## src/rtl/dma_stream_engine.sv

```systemverilog
module dma_stream_engine #(
  parameter int DEPTH = 4,
  parameter int AW    = 32,
  parameter int DW    = 32,
  parameter int CW    = 16
)(
  input  logic          clk,
  input  logic          rst_n,
  input  logic          cfg_we,
  input  logic [2:0]    cfg_sel,
  input  logic [31:0]   cfg_wdata,
  input  logic          preq,
  input  logic          peot,
  output logic          rd_valid,
  output logic [AW-1:0] rd_addr,
  output logic [1:0]    rd_size,
  input  logic          rd_ready,
  input  logic [DW-1:0] rd_data,
  output logic          wr_valid,
  output logic [AW-1:0] wr_addr,
  output logic [1:0]    wr_size,
  output logic [DW-1:0] wr_data,
  input  logic          wr_ready,
  output logic          busy,
  output logic          done,
  output logic          cfg_err,
  output logic          mem_sel,
  output logic [CW-1:0] items_left
);
  localparam int PW = (DEPTH > 1) ? $clog2(DEPTH) : 1;
  localparam int FW = $clog2(DEPTH + 1);

  logic [AW-1:0] par_q, m0_q, m1_q, src_q, dst_q;
  logic [CW-1:0] len_q, cnt_q, rdl_q;
  logic [1:0]    dir_q, size_q;
  logic          pinc_q, minc_q, dbuf_q, pflow_q;
  logic [FW-1:0] thr_q, fill_q;
  logic [PW-1:0] wp_q, rp_q;
  logic          busy_q, done_q, err_q, stop_q, drain_q, req_q, msel_q;
  logic [DW-1:0] fifo [DEPTH];

  function automatic logic misal(input logic [AW-1:0] a, input logic [1:0] s);
    return (s == 2'd1 && a[0]) || (s == 2'd2 && a[1:0] != 2'b00) || s == 2'd3;
  endfunction

  logic [1:0] w_dir, w_size;
  logic [2:0] w_thr;
  assign w_dir  = cfg_wdata[2:1];
  assign w_size = cfg_wdata[4:3];
  assign w_thr  = cfg_wdata[11:9];

  logic ctl_wr, start_try, bad, p_src, w_psrc, sinc, dinc;
  assign ctl_wr    = cfg_we && cfg_sel == 3'd0;
  assign start_try = ctl_wr && cfg_wdata[0] && !busy_q;
  assign bad = w_dir == 2'd3 || misal(par_q, w_size) || misal(m0_q, w_size) ||
               (cfg_wdata[7] && misal(m1_q, w_size)) || len_q == '0;
  assign p_src  = dir_q != 2'd1;
  assign w_psrc = w_dir != 2'd1;
  assign sinc   = p_src ? pinc_q : minc_q;
  assign dinc   = p_src ? minc_q : pinc_q;

  logic [AW-1:0] step;
  assign step = AW'(1) << size_q;

  logic rhs, whs, stop_nx, finish, swap, to_drain;
  logic [FW-1:0] fill_nx;
  logic [CW-1:0] rdl_nx, cnt_nx;
  assign rd_valid = busy_q && !drain_q && !stop_q && rdl_q != '0 &&
                    fill_q < FW'(DEPTH) && (dir_q == 2'd2 || req_q);
  assign wr_valid = busy_q && drain_q && fill_q != '0;
  assign rhs      = rd_valid && rd_ready;
  assign whs      = wr_valid && wr_ready;
  assign fill_nx  = fill_q + FW'(rhs) - FW'(whs);
  assign rdl_nx   = rdl_q - CW'(rhs);
  assign cnt_nx   = cnt_q - CW'(whs);
  assign stop_nx  = stop_q || (busy_q && ((ctl_wr && !cfg_wdata[0]) || (peot && pflow_q)));
  assign finish   = busy_q && ((whs && cnt_nx == '0 && !dbuf_q) || (stop_nx && fill_nx == '0));
  assign swap     = busy_q && whs && cnt_nx == '0 && dbuf_q && !stop_nx;
  assign to_drain = fill_nx != '0 && (fill_nx >= thr_q || rdl_nx == '0 || stop_nx);

  assign rd_addr    = src_q;
  assign wr_addr    = dst_q;
  assign rd_size    = size_q;
  assign wr_size    = size_q;
  assign wr_data    = fifo[rp_q];
  assign busy       = busy_q;
  assign done       = done_q;
  assign cfg_err    = err_q;
  assign mem_sel    = msel_q;
  assign items_left = cnt_q;

  always_ff @(posedge clk)
    if (rhs) fifo[wp_q] <= rd_data;

  always_ff @(posedge clk or negedge rst_n) begin
    if (!rst_n) begin
      par_q <= '0; m0_q <= '0; m1_q <= '0; src_q <= '0; dst_q <= '0;
      len_q <= '0; cnt_q <= '0; rdl_q <= '0;
      dir_q <= '0; size_q <= '0; pinc_q <= 1'b0; minc_q <= 1'b0;
      dbuf_q <= 1'b0; pflow_q <= 1'b0; thr_q <= '0; fill_q <= '0;
      wp_q <= '0; rp_q <= '0;
      busy_q <= 1'b0; done_q <= 1'b0; err_q <= 1'b0; stop_q <= 1'b0;
      drain_q <= 1'b0; req_q <= 1'b0; msel_q <= 1'b0;
    end else begin
      req_q <= (req_q && !rhs) || preq;
      if (cfg_we)
        case (cfg_sel)
          3'd1: len_q <= cfg_wdata[CW-1:0];
          3'd2: par_q <= AW'(cfg_wdata);
          3'd3: m0_q  <= AW'(cfg_wdata);
          3'd4: m1_q  <= AW'(cfg_wdata);
          default: ;
        endcase
      if (rhs) begin
        wp_q  <= (wp_q == PW'(DEPTH - 1)) ? '0 : wp_q + 1'b1;
        src_q <= src_q + (sinc ? step : '0);
      end
      if (whs) begin
        rp_q  <= (rp_q == PW'(DEPTH - 1)) ? '0 : rp_q + 1'b1;
        dst_q <= dst_q + (dinc ? step : '0);
      end
      fill_q <= fill_nx;
      rdl_q  <= rdl_nx;
      cnt_q  <= cnt_nx;
      stop_q <= stop_nx;
      if (!drain_q) drain_q <= to_drain;
      else if (fill_nx == '0) drain_q <= 1'b0;
      if (swap) begin
        msel_q  <= !msel_q;
        cnt_q   <= len_q;
        rdl_q   <= len_q;
        drain_q <= 1'b0;
        if (p_src) dst_q <= msel_q ? m0_q : m1_q;
        else       src_q <= msel_q ? m0_q : m1_q;
      end
      if (finish) begin
        busy_q <= 1'b0; done_q <= 1'b1; stop_q <= 1'b0; drain_q <= 1'b0;
      end
      if (start_try) begin
        if (bad) err_q <= 1'b1;
        else begin
          err_q <= 1'b0; done_q <= 1'b0; busy_q <= 1'b1;
          dir_q <= w_dir; size_q <= w_size;
          pinc_q <= cfg_wdata[5]; minc_q <= cfg_wdata[6];
          dbuf_q <= cfg_wdata[7]; pflow_q <= cfg_wdata[8];
          thr_q <= (w_thr == 3'd0 || 32'(w_thr) > DEPTH) ? FW'(DEPTH) : FW'(w_thr);
          src_q <= w_psrc ? par_q : m0_q;
          dst_q <= w_psrc ? m0_q : par_q;
          cnt_q <= len_q; rdl_q <= len_q;
          fill_q <= '0; wp_q <= '0; rp_q <= '0;
          stop_q <= 1'b0; drain_q <= 1'b0; msel_q <= 1'b0; req_q <= 1'b0;
        end
      end
    end
  end
endmodule

```

## config.mk

```make
export PLATFORM = sky130hd
export DESIGN_NAME = dma_stream_engine
export DESIGN_NICKNAME = d
export VERILOG_FILES = /design/src/rtl/dma_stream_engine.sv
export SDC_FILE = /design/constraint.sdc
export NUM_CORES = 1
export LEC_CHECK = 0
export ABC_AREA = 1
export BUFFER_PORTS_ARGS = -buffer_cell sky130_fd_sc_hd__buf_2
export CAP_MARGIN = 20
export CORE_MARGIN = 5
export CORE_UTILIZATION = 30
export DETAILED_ROUTE_END_ITERATION = 12
export SYNTH_ARGS = -nofsm -noshare
export SYNTH_HDL_FRONTEND = slang
export SYNTH_SLANG_ARGS = --single-unit
```

## constraint.sdc

```tcl
create_clock -name clk -period 3.38 [get_ports clk]
set_input_delay 0.338 -clock clk [delete_from_list [all_inputs] [get_ports clk]]
set_output_delay 0.338 -clock clk [all_outputs]
set_load 0.01 [all_outputs]
```

==> reports/qor.txt, run 1 <==
Synth Area in Compound Gates: 0.112
Design Area, Final: 23200 µm²
die area: 68800 µm²
initial core utilization: 0.303
Remaining DRCs: 0
CP Launch Type: flop
Yosys top cell area share: 0.305
final setup margin: 166 ps
Clk network pwr share: 0.292
crit path time final: 3210 ps
Via density: 4.81
IO Pins: 196
layout cells sized above 1: 0.145
WP data required: 3830 ps
Post-Synth Adder-Cell Area: 0.0189
placed cell areas: 21300 µm²
syn avg cell area: 7.98 µm²
DRT iter0 DRCs: 1208
Setup Skew: 36.9 ps
power density over the cells: 711 nW/µm²
TritonCTS clock tree: yes
hold slack: 31.1 ps
hold wc startpoint: cfg_wdata[30]
Synth cell types: 38
DR vias: 16860
Worst Reg-to-Reg Cells: 20
largest net degree at the start of global routing: 98
leakage power: 11.0 nW
fin crit share: 0.951
pre-CTS setup slack: 46.9 ps
combinational share of power: 0.333
Worst Setup SP: rdl_q[5]
post-synthesis cell count: 2393
GP Congestion: 0.895
top-count cell post-synth: nand2_1
ys async rst share: 0.645
Worst Path Arrival: 3660 ps
1st-pass router iterations: 6
Hold Path Stages: 3
H-tree Lvls: 2
met1 Track Usage GR: 0.230
status: finished clean
worst min path class: input pin to flop
Synth Area in XOR/XNOR: 0.0303
Pins Over Slew Limit: 0
mux share of post-synthesis cell area: 0.00838
Area contributors post-synth: dfrtp_1 31%, edfxtp_1 20%, nand2_1 14%
Final Util: 0.368
max frequency: 311 MHz
Critical Path Sink Type: flop
Fill cells: 6622
die height: 262 µm
Max Buffers Root-to-Sink: 3
Psw: 6.29 mW
Rows: 92
first-pass GRT wire length: 94000 µm
ys flop type: dfrtp_1
WL/cell: 17.1 µm
initial antenna violation count: 4
Die X: 262 µm
register share of total power: 0.374
met2 Use GR: 0.263
critical path peak fanout: 3
Netlist Area Pre-Place: 19100 µm²
CTS buffer count: 42
number of global-route vias before repair: 16125
Synth warnings: 0
Final Hold Vio Count: 0
post-route ant nets: 0
maximum vdd drop: 0.318 mV
#FFs+latches synth: 361
met3 Track Usage GR: 0.0399
post-synthesis sequential area ratio: 0.506
internal power: 10.2 mW
core box area: 63100 µm²
clk_lat worst skew: 590 ps
Crit Reg-Reg Startpoint: rdl_q[5]
Final setup viols: 0
Buffers on Ports: 195
area grow syn2layout: 21.7%
Net Count, Synth: 2494
Detailed Place HPWL: 42700 µm
nets: 2724
Clock transition at path regs: 60 ps
combinational family with the most area after synthesis: simple AND/OR/NAND/NOR gates
CTS root buffer: clkbuf_16
dominant cell type by area after synthesis: dfrtp_1
Worst-Margin Slew: 1020 ps
Synth top cells by count: 722 x nand2_1, 314 x o21ai_0, 242 x inv_1, 233 x dfrtp_1, 184 x nor2_1
setup repair after global routing missed its margin: yes
sw frac: 0.381
CP Class: flop to flop
max-cap violations: 0
routed wire length: 60000 µm
total track usage: 0.169
global route overflow: 0
CTS sink count: 361
simple-gate share of the synthesized area: 0.251
relative slew slack: 0.317
number of synthesized flops with an enable pin: 128
busiest grt layer: met2
## worst max-delay path: stages (launching register included)
cell	delay, ps
dfrtp_1	380
nor2_2	150
nand2_2	70
nor2_2	130
nand4_1	150
nand2_2	130
nor2_4	50
inv_2	50
ha_1	220
inv_1	60
ha_1	140
inv_2	40
fa_2	500
inv_1	60
ha_1	260
a21boi_0	130
o21a_1	190
nor4_2	200
nand2_1	80
nand3_1	70
nor2_1	40
## path summary, 6_finish.rpt
kind | endpoint | slack [ps]
worst min-delay path | m1_q[30] | 30
max in group asynchronous | m1_q[0] | 2250
worst max-delay path | drain_q | 170
worst max register to register | drain_q | 170
min in group asynchronous | rd_addr[27] | 340
worst min register to register | m1_q[19] | 480
## power by group through the flow
stage / Combinational [mW] / Clock (mW) / Sequential (mW)
2_1_floorplan: 3.26 / 0 / 6.11
3_3_place_gp: 5.36 / 0 / 6.24
3_5_place_dp: 5.40 / 0 / 6.25
4_1_cts: 5.46 / 4.96 / 6.17
5_1_grt: 6.23 / 5.12 / 6.30
6_report: 5.51 / 4.83 / 6.19
## state kept, by name, indices dropped and copies added (netlist names), 2 cells and up
register	cells
fifo	128
m0_q	32
m1_q	32
par_q	32
rd_addr	32
wr_addr	32
items_left	16
len_q	16
rdl_q	16
fill_q	3
thr_q	3
dir_q	2
rd_size	2
rp_q	2
wp_q	2
## final cells by class
type / count / area (µm²) / area share
repair buffers: 298 / 1910 / 0.0823
flip-flops and latches: 361 / 9680 / 0.416
well taps: 846 / 1060 / 0.0455
multi-input cells: 1673 / 8190 / 0.352
inverters: 247 / 930 / 0.0400
clock buffers: 58 / 1170 / 0.0504
clock inverters: 18 / 300 / 0.0129
diodes: 1 / 2.50 / 0.000108
## through the flow
stage                     setup TNS [ps]  power [mW]  std cells
after CTS                              0        16.6       3495
after detailed placement               0        11.7       3386
after global placement                 0        11.6       3386
after global routing               -31.7        17.6       3502
final                                  0        16.5       3502
after floorplan                        0        9.38       2393
## what timing repair did
item                                    CTS  global route
endpoints found under the hold margin   221             0
buffers inserted                          0             6
gates resized for setup                   0            30
hold buffers                             33             0
endpoints found under the setup margin    0            96
## cells by family after synthesis
kind of cell / count (synthesis)
XOR/XNOR: 66
AND/OR/NAND/NOR: 1163
flip-flops: 361
AO/OA/AOI/OAI: 401
multiplexers: 16
adder cells (fa/ha/maj): 27
buffers and inverters: 359
## placed cells by master (no fill, tap or decap), types with 5 or more instances in the layout
master,count
nor3_1,28
buf_2,194
nand3_1,163
xor2_1,45
clkbuf_1,10
mux2i_1,16
buf_12,5
nand2_1,718
ha_1,23
dfrtp_1,230
nor2_2,12
nand2_2,5
a21oi_1,10
o21ai_1,11
buf_4,63
clkbuf_16,42
edfxtp_1,128
o22ai_1,32
nor4_1,8
nand3b_1,8
a21boi_0,19
nor2_4,11
clkbuf_8,6
dlygate4sd3_1,33
inv_1,236
inv_2,9
o21ai_0,313
nor2_1,167
nand4_1,31
xnor2_1,20
bufinv_16,6
## layer usage
layer | vias to the layer above | part of all wire | routed length [µm]
met3 | 125 | 0.075 | 4510
met1 | 7943 | 0.45 | 26700
met4 | 4 | 0.040 | 2390
met2 | 501 | 0.44 | 26300
li1 | 8287 | - | -
met5 | - | 0.00045 | 27
Note: power is estimated with default switching activity, not from simulation.
==> run 2, diff against run 1 <==
- SETUP_SLACK_MARGIN: default -> 0.5
==> run 2 against run 1 <==
Fmax is 0.99% lower. Largest cell class unchanged. Largest power group is now combinational cells. Global-route usage grew 0.43 points. Critical endpoint unchanged. Critical path depth grew 1. Die area unchanged.
==> reports/qor.txt, run 2 (same netlist as run 1, synthesis figures left out) <==
status: finished clean
CP Launch Type: flop
1st-pass router iterations: 5 (-1)
max-cap violations: 0 (unchanged)
CP cell instances: nor2_2 > nand2_2 > nor2_4 > nand4_1 > nand2_2 > nor2_4 > inv_2 > ha_4 > inv_2 > ha_4 > inv_2 > fa_2 > xnor2_2 > xor2_1 > inv_1 > ha_1 > o21a_1 > nor4_2 > nand2_1 > nand3_1 > nor2_1
Fill cells: 6339 (-4.3%)
WL/cell: 17.9 µm (+4.6%)
number of global-route vias before repair: 16297 (+1.1%)
hold slack: 27.5 ps (-3.67 ps)
first-pass GRT wire length: 96200 µm (+2.3%)
commonest cells after routing, fill and taps aside: 600 x nand2_1, 309 x o21ai_0, 227 x dfrtp_1
area occupied by multi-input gates: 9600 µm² (+17%)
Clock transition at path regs: 60 ps (about the same)
Buffers on Ports: 195 (unchanged)
Final Hold Vio Count: 0 (unchanged)
Rows: 92 (unchanged)
DR vias: 17361 (+3.0%)
maximum vdd drop: 0.434 mV (+37%)
commonest non-fill, non-tap cell in the layout: nand2_1
largest net degree at the start of global routing: 82 (-16%)
relative slew slack: 0.286 (-0.0315)
Die X: 262 µm (unchanged)
area grow syn2layout: 33.0%
power density over the cells: 684 nW/µm² (-3.8%)
IO Pins: 196 (unchanged)
GP Congestion: 0.909 (+1.5%)
initial antenna violation count: 8 (+4)
Max Buffers Root-to-Sink: 3 (unchanged)
Final Util: 0.403 (+0.0345)
Setup Skew: 41.4 ps (+4.48 ps)
Top reg by flops: fifo
die area: 68800 µm² (unchanged)
leakage power: 12.0 nW (+9.0%)
Worst-Margin Slew: 1060 ps (+38.9 ps)
placed cells: 3377 (-0.27%)
Final setup viols: 0 (unchanged)
Pins Over Slew Limit: 0 (unchanged)
cell mode on critical path: inv_2
CTS root buffer: clkbuf_16
initial core utilization: 0.303 (unchanged)
DRT iter0 DRCs: 1305 (+8.0%)
Detailed Place HPWL: 42400 µm (-0.74%)
clk_lat worst skew: 590 ps (about the same)
Worst Path Arrival: 3700 ps (+40 ps)
setup repair after global routing missed its margin: yes
max frequency: 308 MHz (-0.99%)
CP Class: flop to flop
H-tree Lvls: 2 (unchanged)
max reg flops: 128 (unchanged)
Remaining DRCs: 0 (unchanged)
total track usage: 0.173 (+0.00428)
WP data required: 3840 ps (about the same)
nets: 2781 (+2.1%)
critical path peak fanout: 3 (unchanged)
crit path time final: 3250 ps (+32.1 ps)
TritonCTS clock tree: yes
Storage cell area: 9680 µm² (about the same)
Critical Path Sink Type: flop
fin crit share: 0.960 (+0.00950)
CP max stage cell: dfrtp_1
CTS sink count: 361 (unchanged)
Setup TNS: 0 ps (unchanged)
Non-Filler Instances: 3558 (+1.6%)
critical path's largest stage delay: 400 ps (-100 ps)
routed wire length: 63700 µm (+6.2%)
post-route ant nets: 0 (unchanged)
global route overflow: 0 (unchanged)
Via density: 4.88 (+1.4%)
die height: 262 µm (unchanged)
CTS buffer count: 41 (-2.4%)
worst min path class: input pin to flop
layout cells sized above 1: 0.256 (+0.112)
core box area: 63100 µm² (unchanged)
-- run 2: cell types whose count changed in the layout (fill, tap and decap cells not counted), moves of 20 or more --
cell	delta
nand3_1	-81
nand2_2	+34
buf_4	+20
nand2_4	+83
nand3_2	+79
nand2_1	-118
-- run 2: final timing paths --
kind	startpoint	to	slack (ps)	depth (start not counted)
hold / removal	cfg_wdata[1]	dir_q[0]	30	3
max in group asynchronous	rst_n	fill_q[1]	2180	3
setup reg to reg	rdl_q[6]	drain_q	130	21
min in group asynchronous	rst_n	rd_addr[20]	330	2
hold reg to reg	m1_q[31]	m1_q[31]	480	2
setup / recovery	rdl_q[6]	drain_q	130	21
-- run 2: worst max-delay path, delay by kind of cell, from the launching register on --
kind | cells | cell delay (ps)
buffers and inverters | 4 | 250
adders and majority gates | 4 | 910
xor gates and xnor gates | 2 | 310
DFF | 1 | 400
AOI/OAI and AO/OA | 1 | 110
and+or+nand+nor | 10 | 1150
-- run 2: area by class of cell --
class / count / area share
Antenna cell: 1 / 0.0000985
Clock buffer: 54 / 0.0446
Clock inverter: 20 / 0.0109
Inverter: 247 / 0.0371
Multi-Input combinational cell: 1674 / 0.378
Sequential cell: 361 / 0.381
Tap cell: 846 / 0.0416
Timing Repair Buffer: 355 / 0.107
-- run 2: layer usage --
layer | wire length (µm) | GRT usage | part of all wire
met1 | 27400 | 0.238 | 0.43
met2 | 29800 | 0.278 | 0.47
met3 | 4790 | 0.0393 | 0.075
met4 | 1690 | 0.0447 | 0.027
met5 | 82 | 0 | 0.0013
-- run 2: power breakdown --
group / switching, mW / internal, mW
clock: 1.88 / 2.77
combinational: 3.97 / 2.54
sequential: 0.928 / 5.29
-- run 2: metrics by stage --
step                      power (mW)  instance area [µm²]  worst slack (ps)
final                           17.4                25400               134
after global routing            18.5                25400             -81.7
after CTS                       16.9                23700               223
after detailed placement        11.7                21300              57.6
after global placement          11.6                21300              79.2
after floorplan                 9.43                19200              50.4
-- run 2: what timing repair did --
action,4_1_cts,5_1_grt
buffers inserted,37,20
endpoints found under the setup margin,109,102
endpoints found under the hold margin,198,0
resized for setup,83,333
gates cloned,4,10
pin swaps,44,136
hold buffers,35,0
